`src/rtl/dram_pkg.sv`:
```
package dram_pkg;
  typedef enum logic [2:0] {
    ST_IDLE, ST_ROW, ST_COL, ST_CLOSE, ST_PRE, ST_REF_CAS, ST_REF_RAS
  } seq_state_e;

  function automatic int unsigned max3(int unsigned a, int unsigned b, int unsigned c);
    int unsigned m;
    m = (a > b) ? a : b;
    return (m > c) ? m : c;
  endfunction
endpackage

```
`src/rtl/dram_refresh_timer.sv`:
```
module dram_refresh_timer #(
  parameter int unsigned INTERVAL = 1562
) (
  input  logic clk_i,
  input  logic rst_ni,
  input  logic ack_i,
  output logic pend_o
);
  localparam int unsigned CW = $clog2(INTERVAL + 1);

  logic [CW-1:0] cnt_q;
  logic          expire;

  assign expire = (cnt_q == '0);

  always_ff @(posedge clk_i or negedge rst_ni) begin
    if (!rst_ni) begin
      cnt_q  <= CW'(INTERVAL - 1);
      pend_o <= 1'b0;
    end else begin
      cnt_q <= expire ? CW'(INTERVAL - 1) : cnt_q - 1'b1;
      if (expire)     pend_o <= 1'b1;
      else if (ack_i) pend_o <= 1'b0;
    end
  end
endmodule

```
`src/rtl/dram_row_tracker.sv`:
```
module dram_row_tracker #(
  parameter int unsigned ROW_W = 10
) (
  input  logic             clk_i,
  input  logic             rst_ni,
  input  logic             open_i,
  input  logic             close_i,
  input  logic [ROW_W-1:0] row_i,
  output logic             open_o,
  output logic             hit_o
);
  logic [ROW_W-1:0] row_q;

  always_ff @(posedge clk_i or negedge rst_ni) begin
    if (!rst_ni) begin
      open_o <= 1'b0;
      row_q  <= '0;
    end else if (open_i) begin
      open_o <= 1'b1;
      row_q  <= row_i;
    end else if (close_i) begin
      open_o <= 1'b0;
    end
  end

  assign hit_o = open_o && (row_q == row_i);
endmodule

```
`src/rtl/dram_rd_capture.sv`:
```
module dram_rd_capture #(
  parameter int unsigned DATA_W = 4
) (
  input  logic              clk_i,
  input  logic              rst_ni,
  input  logic              cap_i,
  input  logic [DATA_W-1:0] dq_i,
  output logic [DATA_W-1:0] rdata_o
);
  always_ff @(posedge clk_i or negedge rst_ni) begin
    if (!rst_ni)    rdata_o <= '0;
    else if (cap_i) rdata_o <= dq_i;
  end
endmodule

```
`src/rtl/dram_page_ctrl.sv`:
```
module dram_page_ctrl
  import dram_pkg::*;
#(
  parameter int unsigned ADDR_W     = 10,
  parameter int unsigned DATA_W     = 4,
  parameter int unsigned CLK_KHZ    = 100000,
  parameter int unsigned REF_ROWS   = 512,
  parameter int unsigned REF_WIN_MS = 8,
  parameter int unsigned T_RCD      = 2,
  parameter int unsigned T_CAS      = 2,
  parameter int unsigned T_RAS      = 5,
  parameter int unsigned T_RP       = 3
) (
  input  logic                  clk_i,
  input  logic                  rst_ni,
  input  logic                  req_i,
  input  logic                  we_i,
  input  logic [2*ADDR_W-1:0]   addr_i,
  input  logic [DATA_W-1:0]     wdata_i,
  output logic                  ready_o,
  output logic [DATA_W-1:0]     rdata_o,
  output logic [ADDR_W-1:0]     dram_addr_o,
  output logic                  dram_ras_no,
  output logic                  dram_cas_no,
  output logic                  dram_rw_o,
  input  logic [DATA_W-1:0]     dram_dq_i,
  output logic [DATA_W-1:0]     dram_dq_o,
  output logic                  dram_dq_oe_o
);
  localparam int unsigned REF_INTERVAL = (CLK_KHZ * REF_WIN_MS) / REF_ROWS;
  localparam int unsigned TW  = $clog2(max3(T_RCD, T_CAS, T_RP) + 1);
  localparam int unsigned RCW = $clog2(T_RAS + 1) + 1;

  seq_state_e          state_q;
  logic [TW-1:0]       tcnt_q;
  logic [RCW-1:0]      row_cnt_q;
  logic                ras_n_q, cas_n_q, rw_q, oe_q, ready_q;
  logic [ADDR_W-1:0]   addr_q;
  logic [DATA_W-1:0]   wdata_q;

  logic [ADDR_W-1:0]   req_row, req_col;
  logic                ref_pend, row_open, row_hit;
  logic                go_ref, go_close, go_act, go_hit;
  logic                col_done, close_now, ref_end, ras_set;

  assign req_row = addr_i[2*ADDR_W-1:ADDR_W];
  assign req_col = addr_i[ADDR_W-1:0];

  dram_refresh_timer #(.INTERVAL(REF_INTERVAL)) u_ref (
    .clk_i (clk_i),
    .rst_ni(rst_ni),
    .ack_i (go_ref),
    .pend_o(ref_pend)
  );

  dram_row_tracker #(.ROW_W(ADDR_W)) u_row (
    .clk_i  (clk_i),
    .rst_ni (rst_ni),
    .open_i (go_act),
    .close_i(close_now),
    .row_i  (req_row),
    .open_o (row_open),
    .hit_o  (row_hit)
  );

  dram_rd_capture #(.DATA_W(DATA_W)) u_cap (
    .clk_i  (clk_i),
    .rst_ni (rst_ni),
    .cap_i  (col_done && rw_q),
    .dq_i   (dram_dq_i),
    .rdata_o(rdata_o)
  );

  // idle-state arbitration: refresh first, then the waiting request
  always_comb begin
    go_ref   = 1'b0;
    go_close = 1'b0;
    go_act   = 1'b0;
    go_hit   = 1'b0;
    if (state_q == ST_IDLE) begin
      if (ref_pend) begin
        if (row_open) go_close = 1'b1;
        else          go_ref   = 1'b1;
      end else if (req_i && !ready_q) begin
        if (!row_open)    go_act   = 1'b1;
        else if (row_hit) go_hit   = 1'b1;
        else              go_close = 1'b1;
      end
    end
  end

  assign col_done  = (state_q == ST_COL) && (tcnt_q == '0);
  assign close_now = (state_q == ST_CLOSE) && (row_cnt_q >= RCW'(T_RAS));
  assign ref_end   = (state_q == ST_REF_RAS) && (row_cnt_q >= RCW'(T_RAS));
  assign ras_set   = go_act || (state_q == ST_REF_CAS);

  // row strobe age, saturating at T_RAS
  always_ff @(posedge clk_i or negedge rst_ni) begin
    if (!rst_ni)                                        row_cnt_q <= '0;
    else if (ras_set)                                   row_cnt_q <= RCW'(1);
    else if (!ras_n_q && (row_cnt_q < RCW'(T_RAS)))     row_cnt_q <= row_cnt_q + 1'b1;
  end

  always_ff @(posedge clk_i or negedge rst_ni) begin
    if (!rst_ni) begin
      state_q <= ST_IDLE;
      tcnt_q  <= '0;
      ras_n_q <= 1'b1;
      cas_n_q <= 1'b1;
      rw_q    <= 1'b1;
      oe_q    <= 1'b0;
      addr_q  <= '0;
      wdata_q <= '0;
      ready_q <= 1'b0;
    end else begin
      ready_q <= 1'b0;
      unique case (state_q)
        ST_IDLE: begin
          if (go_ref) begin
            cas_n_q <= 1'b0;
            state_q <= ST_REF_CAS;
          end else if (go_close) begin
            state_q <= ST_CLOSE;
          end else if (go_act) begin
            ras_n_q <= 1'b0;
            addr_q  <= req_row;
            tcnt_q  <= TW'(T_RCD - 1);
            state_q <= ST_ROW;
          end else if (go_hit) begin
            cas_n_q <= 1'b0;
            addr_q  <= req_col;
            rw_q    <= !we_i;
            oe_q    <= we_i;
            wdata_q <= wdata_i;
            tcnt_q  <= TW'(T_CAS - 1);
            state_q <= ST_COL;
          end
        end
        ST_ROW: begin
          if (tcnt_q == '0) begin
            cas_n_q <= 1'b0;
            addr_q  <= req_col;
            rw_q    <= !we_i;
            oe_q    <= we_i;
            wdata_q <= wdata_i;
            tcnt_q  <= TW'(T_CAS - 1);
            state_q <= ST_COL;
          end else begin
            tcnt_q <= tcnt_q - 1'b1;
          end
        end
        ST_COL: begin
          if (tcnt_q == '0) begin
            cas_n_q <= 1'b1;
            oe_q    <= 1'b0;
            rw_q    <= 1'b1;
            ready_q <= 1'b1;
            state_q <= ST_IDLE;
          end else begin
            tcnt_q <= tcnt_q - 1'b1;
          end
        end
        ST_CLOSE: begin
          if (close_now) begin
            ras_n_q <= 1'b1;
            tcnt_q  <= TW'(T_RP - 1);
            state_q <= ST_PRE;
          end
        end
        ST_PRE: begin
          if (tcnt_q == '0) state_q <= ST_IDLE;
          else              tcnt_q  <= tcnt_q - 1'b1;
        end
        ST_REF_CAS: begin
          ras_n_q <= 1'b0;
          state_q <= ST_REF_RAS;
        end
        ST_REF_RAS: begin
          if (ref_end) begin
            ras_n_q <= 1'b1;
            cas_n_q <= 1'b1;
            tcnt_q  <= TW'(T_RP - 1);
            state_q <= ST_PRE;
          end
        end
        default: state_q <= ST_IDLE;
      endcase
    end
  end

  assign ready_o      = ready_q;
  assign dram_addr_o  = addr_q;
  assign dram_ras_no  = ras_n_q;
  assign dram_cas_no  = cas_n_q;
  assign dram_rw_o    = rw_q;
  assign dram_dq_o    = wdata_q;
  assign dram_dq_oe_o = oe_q;
endmodule

```
`config.mk`:
```
export PLATFORM = sky130hd
export DESIGN_NAME = dram_page_ctrl
export DESIGN_NICKNAME = d
export VERILOG_FILES = /design/src/rtl/dram_pkg.sv /design/src/rtl/dram_refresh_timer.sv /design/src/rtl/dram_row_tracker.sv /design/src/rtl/dram_rd_capture.sv /design/src/rtl/dram_page_ctrl.sv
export SDC_FILE = /design/constraint.sdc
export NUM_CORES = 1
export LEC_CHECK = 0
export ABC_AREA = 1
export BUFFER_PORTS_ARGS = -buffer_cell sky130_fd_sc_hd__buf_2
export CAP_MARGIN = 20
export CORE_UTILIZATION = 55
export DETAILED_ROUTE_END_ITERATION = 6
export PLACE_DENSITY = 0.87
export SLEW_MARGIN = 20
export SYNTH_ARGS = -nofsm -noshare
export SYNTH_HDL_FRONTEND = slang
export SYNTH_SLANG_ARGS = --single-unit
```
`constraint.sdc`:
```
create_clock -name clk_i -period 2 [get_ports clk_i]
set_input_delay 0.4 -clock clk_i [delete_from_list [all_inputs] [get_ports clk_i]]
set_output_delay 0.4 -clock clk_i [all_outputs]
set_load 0.05 [all_outputs]
```
---- Yosys cells after proc, flatten, opt, wreduce, memory -nomap -nowiden ----
Index checks and enable logic that the tools add are counted.
cells by class
  add/sub/neg operators ................... 3
  order comparisons ....................... 2
  equal/unequal tests ..................... 23
  multiplexer cells ....................... 81
  reduce and logical (&&, ||, !) cells .... 30
operators by type and width
  kind                                                 number
  2-to-1 mux 10 bit                                    5
  2-to-1 mux 1 bit                                     44
  2-to-1 mux 4 bit                                     7
  2-to-1 mux 3 bit                                     8
  AND reduction 7 bit                                  3
  one-hot mux 10 bit (2 select lines)                  1
  != test 2 bit (second input constant)                9
  one-hot mux 3 bit (6 select lines)                   1
  2-to-1 mux 2 bit                                     8
  != test 3 bit (second input constant)                4
  AND reduction 6 bit                                  2
  logical NOT 11 bit                                   1
  2-to-1 mux 11 bit                                    1
  subtractor 11 x 1 -> 11 bit (second input constant)  1
  == test 10 bit                                       1
  one-hot mux 2 bit (5 select lines)                   1
  AND reduction 5 bit                                  2
  == test 3 bit (second input constant)                3
  one-hot mux 1 bit (4 select lines)                   2
  one-hot mux 4 bit (2 select lines)                   1
  nonzero test 2 bit                                   4
  nonzero test 4 bit                                   2
  logical AND 1 bit                                    7
  == test 3 x 2 -> 1 bit (second input constant)       2
  15 further kinds                                     19
storage, ports and cells
  flip-flop bits (word level) ............. 55
  input port bits ......................... 32
  output and inout bits ................... 23
  logic and storage cells ................. 154

---- Longest topological paths before layout ----
Gate-level depths: netlist of the first run.
  word-level depth ........................ 12
  depth in mapped cells ................... 13
  gate-level depth less buffers ........... 13

---- Modules after synthesis ----
Synthesis of the first run repeated with hierarchy kept, for this count alone.
unflattened totals
  cells, all modules ...................... 452
  area, all modules ....................... 3159.3 µm²
by module, submodules not included
  module              instances  cells each  area an instance (µm²)  seq. area each (µm²)
  dram_page_ctrl      1          268         1804.2                  704.4
  dram_refresh_timer  1          86          630.6                   306.5
  dram_row_tracker    1          81          575.6                   275.3
  dram_rd_capture     1          17          148.9                   100.1

---- Worst setup path after synthesis of the first run ----
OpenSTA, ideal clock, no wires.
  path kind ............................... register to register
  from .................................... register ready_q, in the netlist ready_o
  to ...................................... register addr_q[0], in the netlist dram_addr_o[0]
  library setup time ...................... 119 ps
  data arrival time ....................... 1588 ps
  required time ........................... 1881 ps
  path slack .............................. 293 ps
  cell stages (with the launch flop) ...... 11
  path buffers ............................ 1
  clock period less this slack ............ 1707 ps
  path through ............................ dfrtp_1 > inv_1 > nand2_1 > nor3_2 > nand4_2 > or2_1 > buf_6 > nand3_4 > nand2_4 > nand2_1 > nand2_1
between the ends
  word-level cells in the longest chain between the ends .. 9
  elaborated cells between the ends (all ways) .. 18
  those cells by class .................... 2 x eq/ne; 13 x mux; 3 x reduce/logical
RTL lines
  item                                 RTL line               RTL
  from (decl)                          dram_page_ctrl.sv:37   logic ras_n_q, cas_n_q, rw_q, oe_q, ready_q;
  from (signal assigned)               dram_page_ctrl.sv:114  ready_q <= 1'b0;
  from (signal assigned)               dram_page_ctrl.sv:116  ready_q <= 1'b0;
  from (signal assigned)               dram_page_ctrl.sv:157  ready_q <= 1'b1;
  logical NOT 1 bit (*)                dram_page_ctrl.sv:84   end else if (req_i && !ready_q) begin
  logical AND 1 bit (*)                dram_page_ctrl.sv:84
  2-to-1 mux 1 bit                     dram_page_ctrl.sv:84
  2-to-1 mux 1 bit                     dram_page_ctrl.sv:81   if (ref_pend) begin
  2-to-1 mux 1 bit                     dram_page_ctrl.sv:80   if (state_q == ST_IDLE) begin
  2-to-1 mux 10 bit                    dram_page_ctrl.sv:124  end else if (go_act) begin
  2-to-1 mux 10 bit                    dram_page_ctrl.sv:122  end else if (go_close) begin
  2-to-1 mux 10 bit                    dram_page_ctrl.sv:119  if (go_ref) begin
  one-hot mux 10 bit (2 select lines)  dram_page_ctrl.sv:117  unique case (state_q)
  to (signal assigned)                 dram_page_ctrl.sv:126  addr_q <= req_row;
  to (signal assigned)                 dram_page_ctrl.sv:131  addr_q <= req_col;
  to (signal assigned)                 dram_page_ctrl.sv:142  addr_q <= req_col;
  to (decl)                            dram_page_ctrl.sv:38   logic [ADDR_W-1:0] addr_q;
Mark *: on every way between the ends. The rest lies on a longest branch, timed or not. The select of a mux whose other input is x is not followed.
A chain may end at the register's enable or synchronous reset.

---- Final worst setup path of the first run ----
  from .................................... register u_row.row_q[5]
  to ...................................... register addr_q[7], in the netlist dram_addr_o[7]
between the ends
  word-level cells in the longest chain between the ends .. 9
  elaborated cells between the ends (all ways) .. 15
  those cells by class .................... 3 x eq/ne; 10 x mux; 2 x reduce/logical
RTL lines
  item                                                             RTL line                RTL
  from (decl)                                                      dram_row_tracker.sv:12  logic [ROW_W-1:0] row_q;
  from (signal assigned)                                           dram_row_tracker.sv:20  row_q <= row_i;
  == test 10 bit (*)                                               dram_row_tracker.sv:26  assign hit_o = open_o && (row_q == row_i);
  logical AND 1 bit (*)                                            dram_row_tracker.sv:26
  2-to-1 mux 1 bit                                                 dram_page_ctrl.sv:86    else if (row_hit) go_hit = 1'b1;
  2-to-1 mux 1 bit                                                 dram_page_ctrl.sv:85    if (!row_open) go_act = 1'b1;
  2-to-1 mux 1 bit                                                 dram_page_ctrl.sv:84
  2-to-1 mux 1 bit                                                 dram_page_ctrl.sv:81
  2-to-1 mux 1 bit                                                 dram_page_ctrl.sv:80
  != test 3 bit (no source line) or != test 2 bit (tied branches)  --
  AND reduction 5 bit (no source line) (*)                         --
Mark *: on every way between the ends. The rest lies on a longest branch, timed or not.

==> results of run 1 <==
-- worst max path at each step --
stage / startpoint / end / slack (ns) / depth (start not counted)
floorplan: ready_o / dram_addr_o[0] / 0.29 / 10
global placement: addr_i[14] / dram_addr_o[3] / 0.25 / 12
detailed placement: addr_i[12] / dram_addr_o[7] / 0.14 / 10
CTS: u_row.row_q[5] / dram_addr_o[7] / 0.24 / 11
global route: u_row.row_q[5] / dram_addr_o[7] / 0.05 / 11
finish: u_row.row_q[5] / dram_addr_o[7] / 0.23 / 11
-- per-stage QoR --
step | hold WS, ns | util (%) | cells | instance area (um^2) | worst slack [ns]
after floorplan | 0.104 | - | 368 | 2930 | 0.293
after global placement | 0.384 | 64.2 | 492 | 3280 | 0.245
after detailed placement | 0.391 | 64.2 | 492 | 3280 | 0.144
after CTS | 0.0491 | 66.4 | 500 | 3390 | 0.236
after global routing | 0.0674 | 66.4 | 500 | 3390 | 0.0548
final | 0.0303 | 66.4 | 500 | 3390 | 0.233
-- cell usage after synthesis, types with 3 or more instances --
cell     instances
inv_2            4
xnor2_1          6
a21oi_1          8
inv_1           40
nand4_1          3
ha_1             6
nand3_1         25
mux2_2           4
nand2_1        134
nor2_2           3
dfstp_2          8
nor2_1          28
dfrtp_1         47
xor2_1           4
nor3_1           4
o21ai_0         17
-- logic make-up (layout without fill, tap and decap cells) --
group           Yosys count  count (layout)
compound gates           34              34
xor+xnor                 10              10
fa+ha+maj                 6               6
buf+inv                  50             112
flops                    55              55
mux                       4               4
simple gates            209             209
-- metal layers --
metal,track usage [%],vias up,share of wire [%]
li1,-,1277,-
met1,28.3,1192,44
met4,7.76,0,1.3
met3,4.02,9,4.2
met2,42.5,64,50
met5,0,-,0
-- registers in the layout, indices dropped and copies added, names as in the netlist --
name,flops
dram_addr_o,10
dram_cas_no,1
dram_dq_o,4
dram_dq_oe_o,1
dram_ras_no,1
dram_rw_o,1
ready_o,1
row_cnt_q,4
state_q,3
tcnt_q,2
u_cap.rdata_o,4
u_ref.cnt_q,11
u_ref.pend_o,1
u_row.open_o,1
u_row.row_q,10
-- area by class of cell --
class	instances	share of cell area, %
multi-input cells	263	38.6
inverters	44	4.87
well taps	70	2.58
repair buffers	60	9.66
clock inverters	3	1.36
flip-flops and latches	55	40.9
clock buffers	5	2.03
-- report_power, final --
| part | total (mW) | internal [mW] | switching [mW] | leakage (nW) |
|---|---|---|---|---|
| registers | 1.84 | 1.56 | 0.280 | 0.652 |
| clock network | 0.739 | 0.377 | 0.361 | 0.0548 |
| logic | 2.88 | 0.827 | 2.05 | 1.18 |
-- critical path: stages, from the launching register on --
cell and delay (ns):
dfrtp_1 0.39, inv_1 0.07, nand2_1 0.05, nand2_1 0.06, nand2_1 0.07, nor2_2 0.17, nand4_2 0.16, or2_1 0.29
nand3_4 0.15, nand2_4 0.11, nand2_1 0.08, nand2_1 0.06
==> run_results.csv, run 1 <==
group,metric,value,unit
sta,finalCriticalPeriod,1.77,ns
synthesis,ys_warn_count,0,
power,vdd_drop_max,0.959,mV
route,vias,2542,
worst_hold_path,hold_class,"input port to async pin",
global_route,grt_remaining_overflow,0,
finish,nets,467,
floorplanning,start_util,57.3,%
finish,n_antenna_cell,0,
synthesis,ys_seq_area_share,47.4,%
sta,fin_crit_sh,88.3,%
sta,maxSlewViolCount,0,
worst_setup_path,regToRegSetupSlack,0.23,ns
synthesis,synth-simple-area-share,31.3,%
worst_setup_path,r2r-start,"u_row.row_q[5]",
route,firstDrtPassIters,5,
synthesis,synth_edf_count,0,
clock_tree,ctsHoldBuffers,0,
floorplanning,ios,55,
synthesis,synthAdderAreaFrac,2.56,%
worst_setup_path,critPathCaptureType,"flip-flop",
power,power.leakage,1.89,nW
sta,clock_skew,0.0102,ns
synthesis,syn-num-nets,406,
synthesis,syn_area,2930,um^2
clock_tree,cts_resized,0,
place,port_buffers,54,
route,antenna_left,0,
synthesis,post_synth_xor_area_fraction,2.99,%
worst_setup_path,cp.arrival,1.98,ns
place,hpwlAfterDp,4620,um
worst_setup_path,path_class,"flip-flop to flip-flop",
finish,drive_above_1_share,22.6,%
route,route.detailed.drc,0,
sta,fmaxAchievable,566,MHz
finish,fillers,428,
clock_tree,cts_tree,"yes",
worst_setup_path,cp.required,2.21,ns
route,vias_per_cell,5.08,
finish,syn_to_final_growth,15.9,%
sta,timing.final.hold_violations,0,
clock_tree,clk_latency,0.31,ns
worst_setup_path,rr_endpoint,"dram_addr_o[7]",
power,p_per_area,1610,nW/um^2
worst_setup_path,reg2reg_depth,11,
clock_tree,cts.htree.levels,2,
synthesis,synth_cell_types,38,
synthesis,synth_ff_type,"dfrtp_1",
run_status,status,"finished clean",
clock_tree,post-cts-setup-buffers,0,
synthesis,synthCells,368,
place,gp_congestion,0.927,
global_route,grt_first_pass_wirelength,9960,um
synthesis,synthTopCellsByArea,"dfrtp_1, nand2_1, dfstp_2, inv_1, nand3_1",
clock_tree,path_clk_slew,0.10,ns
synthesis,netlist.area_leader.share,40.2,%
synthesis,synth_top_family_by_area,"simple AND/OR/NAND/NOR gates",
floorplanning,die_y,75.0,um
sta,tns,0,ns
floorplanning,dieWidth,75.0,um
synthesis,synth_mux_area_share,1.54,%
finish,mostFrequentLayoutCells,"nand2_1, buf_2, dfrtp_1",
finish,seqCellArea,1390,um^2
route,drt-total-wl,5940,um
sta,timing.max_slew.rel_slack,67.5,%
clock_tree,cts_root_buffer,"clkbuf_8",
sta,worstMarginPinSlew,0.487,ns
global_route,grt_pass1_vias,2381,
sta,rsz0062_at_grt,"false",
route,drt_iter0_drc,197,
global_route,grt_max_degree,36,
sta,setup_viol,0,
worst_setup_path,cp_max_fo,11,
global_route,antenna_found_initial,0,
synthesis,synth-compound-area-share,6.41,%
clock_tree,clk_path_buf_depth,2,
clock_tree,cts.sinks,55,
synthesis,ys_ff_latch,55,
finish,multi_input_area,1310,um^2
finish,final_common_cell,"nand2_1",
route,drt-wirelength-per-cell,11.9,um
synthesis,synthArstFlopShare,100,%
flow_run,max-cap-violations,0,
floorplanning,core,5110,um^2
floorplanning,rows,26,
clock_tree,cts_made_buffers,5,
worst_setup_path,startpoint_type,"flip-flop",
synthesis,synth_top_area_cell,"dfrtp_1",
power,total_power,5.45,mW
floorplanning,die_area,5620,um^2
global_route,grtUsageTotal,23.5,%
synthesis,synth.avg_cell_area,7.96,um^2
Power figures use the tool's default switching activity.
==> run 2: changes to the inputs <==
Settings changed: ABC_AREA 1 to unset, CORE_UTILIZATION 55 to 38, PLACE_DENSITY 0.87 to 0.66, TNS_END_PERCENT set to 30.
==> run 2 against run 1 <==
  * Combinational power up 3%
  * Final cell count down 11%
  * Maximum frequency down 9.0%
  * Worst setup slack worse by 0.18 ns
  * Via count down 8.7%
  * Clock skew up 0.0020 ns
  * Sequential share of layout area down 2.5 points
  * Non-clock buffer count up 17
  * Count of clock-buffer cells in the layout up 1
  * Routed wire length up 5.8%
  * Sequential power about the same
  * Synthesized cell count down 27%
  * Critical path type unchanged
  * Largest power group unchanged
==> run_results.csv, run 2 <==
group,metric,value,unit
synthesis,syn_area,2950,um^2
sta,clock_skew,0.0122,ns
worst_setup_path,crit_path_max_incr_delay,0.45,ns
clock_tree,ctsHoldBuffers,0,
synthesis,ys_seq_area_share,47.0,%
floorplanning,rows,31,
finish,mostFrequentLayoutCells,"buf_2, dfrtp_1, mux2_2, buf_4",
route,vias,2322,
worst_setup_path,critPathCaptureType,"flip-flop",
synthesis,synth_cell_types,51,
global_route,grt_remaining_overflow,0,
run_status,status,"finished clean",
worst_setup_path,cp.arrival,2.15,ns
synthesis,synthTopCellsByArea,"dfrtp_1, mux2_2, mux2_4, dfstp_2, xor2_1",
route,vias_per_cell,5.23,
finish,finalNonFillerCells,444,
finish,top_register,"u_ref.cnt_q",
synthesis,synth_edf_count,0,
sta,setup_viol,0,
worst_setup_path,cp.required,2.20,ns
finish,final_common_cell,"buf_2",
synthesis,ys_warn_count,0,
route,route.detailed.drc,0,
place,placed_cell_area,3480,um^2
synthesis,synthArstFlopShare,100,%
route,drt-total-wl,6290,um
clock_tree,cts_tree,"yes",
worst_setup_path,path_class,"flip-flop to flip-flop",
place,hpwlAfterDp,4560,um
finish,fillers,712,
sta,timing.max_slew.rel_slack,70.7,%
finish,final_area,3620,um^2
synthesis,synth_top_area_cell,"dfrtp_1",
clock_tree,post-cts-setup-buffers,0,
clock_tree,clk_latency,0.31,ns
worst_setup_path,startpoint_type,"flip-flop",
sta,whs,0.0483,ns
floorplanning,start_util,40.1,%
route,drt_iter0_drc,222,
global_route,grtUsageTotal,16.3,%
floorplanning,die_y,90.1,um
clock_tree,path_clk_slew,0.10,ns
route,antenna_left,0,
synthesis,synth_common_cells,"dfrtp_1, mux2_2, nand2_1, nor2_1, mux2_4",
finish,syn_to_final_growth,22.7,%
sta,maxSlewViolCount,0,
finish,multi_input_area,1510,um^2
global_route,grt_max_degree,56,
synthesis,netlist.area_leader.share,39.8,%
sta,fmaxAchievable,515,MHz
sta,timing.final.hold_violations,0,
global_route,busiest_layer,"met2",
finish,largest_register_ff_count,11,
synthesis,synth_top_family_by_area,"multiplexers",
sta,fin_crit_sh,97.1,%
synthesis,synth-compound-area-share,11.4,%
worst_hold_path,hold_class,"input port to async pin",
global_route,grtUsageMet2,26.0,%
synthesis,synth_mux_area_share,16.9,%
global_route,met1_usage,21.8,%
power,p_per_area,1520,nW/um^2
synthesis,synthCells,269,
finish,drive_above_1_share,42.0,%
global_route,grt_first_pass_wirelength,10900,um
place,port_buffers,54,
finish,nets,382,
sta,worstMarginPinSlew,0.440,ns
finish,n_antenna_cell,0,
synthesis,yosysMostFrequentCell,"dfrtp_1",
synthesis,post_synth_xor_area_fraction,4.75,%
sta,finalCriticalPeriod,1.94,ns
route,firstDrtPassIters,6,
worst_setup_path,crit_slowest_cell,"or3b_4",
clock_tree,cts_root_buffer,"clkbuf_8",
global_route,grt_util_met3,2.88,%
floorplanning,core,7370,um^2
clock_tree,cts.htree.levels,2,
synthesis,ys_ff_latch,55,
worst_setup_path,cp_top_family,"simple AND/OR/NAND/NOR gates",
finish,seqCellArea,1390,um^2
global_route,antenna_found_initial,0,
sta,tns,0,ns
synthesis,synth.avg_cell_area,11.0,um^2
clock_tree,cts.sinks,55,
synthesis,synthAdderAreaFrac,2.88,%
clock_tree,cts_made_buffers,5,
synthesis,synth_ff_type,"dfrtp_1",
synthesis,syn-num-nets,307,
flow_run,max-cap-violations,0,
power,total_power,5.49,mW
power,vdd_drop_max,0.775,mV
place,place_inst,436,
route,drt-wirelength-per-cell,14.2,um
synthesis,synth-simple-area-share,13.9,%
worst_setup_path,cp_num_buf_inv,0,
sta,rsz0062_at_grt,"true",
floorplanning,ios,55,
floorplanning,dieWidth,90.1,um
power,power.leakage,1.71,nW
floorplanning,die_area,8120,um^2
global_route,grt_pass1_vias,2259,
worst_setup_path,crit_chain,"or3b_4 -> nor3_1 -> nand4_1 -> a21oi_4 -> mux2_2",
worst_setup_path,cp_max_fo,4,
clock_tree,clk_path_buf_depth,2,
place,gp_congestion,0.869,
## run 2: changes by cell type after synthesis, sizes merged, moves of 8 or more
| cell | before | now |
|---|---|---|
| mux2 | 4 | 38 |
| inv | 44 | 12 |
| nand2 | 136 | 20 |
| nor2 | 32 | 21 |
| nand3 | 27 | 4 |
| xor2 | 4 | 12 |
## run 2: final cells by class
class | count | share of cell area, %
Multi-Input combinational cell | 193 | 41.8
Sequential cell | 55 | 38.3
Timing Repair Buffer | 77 | 12.6
Tap cell | 99 | 3.42
Clock buffer | 6 | 2.28
Inverter | 12 | 1.24
Clock inverter | 2 | 0.380
## run 2: path summary, 6_finish.rpt
check / from / to / slack (ns) / cells past startpoint
worst max-delay path: u_ref.pend_o / dram_dq_o[1] / 0.06 / 5
worst min register to register: u_ref.cnt_q[4] / u_ref.cnt_q[4] / 0.46 / 2
worst max register to register: u_ref.pend_o / dram_dq_o[1] / 0.06 / 5
min in group clk_i: dram_dq_i[2] / u_cap.rdata_o[2] / 0.31 / 2
max in group asynchronous: rst_ni / dram_cas_no / 1.62 / 2
worst min-delay path: rst_ni / u_cap.rdata_o[3] / 0.05 / 2
## run 2: logic make-up (layout without fill, tap and decap cells)
group,after synthesis,in the layout
buffers and inverters,21,97
muxes,39,39
AOI/OAI and AO/OA,54,54
and+or+nand+nor,77,77
DFF,55,55
xor gates and xnor gates,16,16
adders and majority gates,7,7
## run 2: where the power goes
group	leakage (nW)	internal [mW]	switching [mW]
sequential	0.640	1.56	0.296
clock	0.0516	0.285	0.384
combinational	1.02	1.12	1.84
## run 2: per-stage QoR
| step | utilization, % | worst slack, ns |
|---|---|---|
| 2_1_floorplan | - | 0.0248 |
| 3_3_place_gp | 47.3 | -0.0871 |
| 3_5_place_dp | 47.3 | -0.102 |
| 4_1_cts | 48.6 | 0.0210 |
| 5_1_grt | 49.2 | -0.0443 |
| 6_report | 49.2 | 0.0579 |
## run 2: worst register-to-register path, delay by kind of cell, from the launching register on
kind,cells,cell delay [ns]
AND/OR/NAND/NOR,3,0.81
flip-flops,1,0.43
multiplexers,1,0.35
AO/OA/AOI/OAI,1,0.25
## run 2: metal layers
| layer | part of all wire [%] | up-vias |
|---|---|---|
| met5 | 0 | - |
| met4 | 2.9 | 0 |
| met3 | 5.3 | 14 |
| met2 | 45 | 90 |
| met1 | 46 | 1112 |
| li1 | - | 1106 |
## run 2: timing repair
| item | 4_1_cts | 5_1_grt |
|---|---|---|
| pin swaps | 0 | 3 |
| cloned | 0 | 0 |
| endpoints found under the setup margin | 1 | 15 |
| gates resized for setup | 1 | 6 |
| hold endpoints to repair | 0 | 0 |
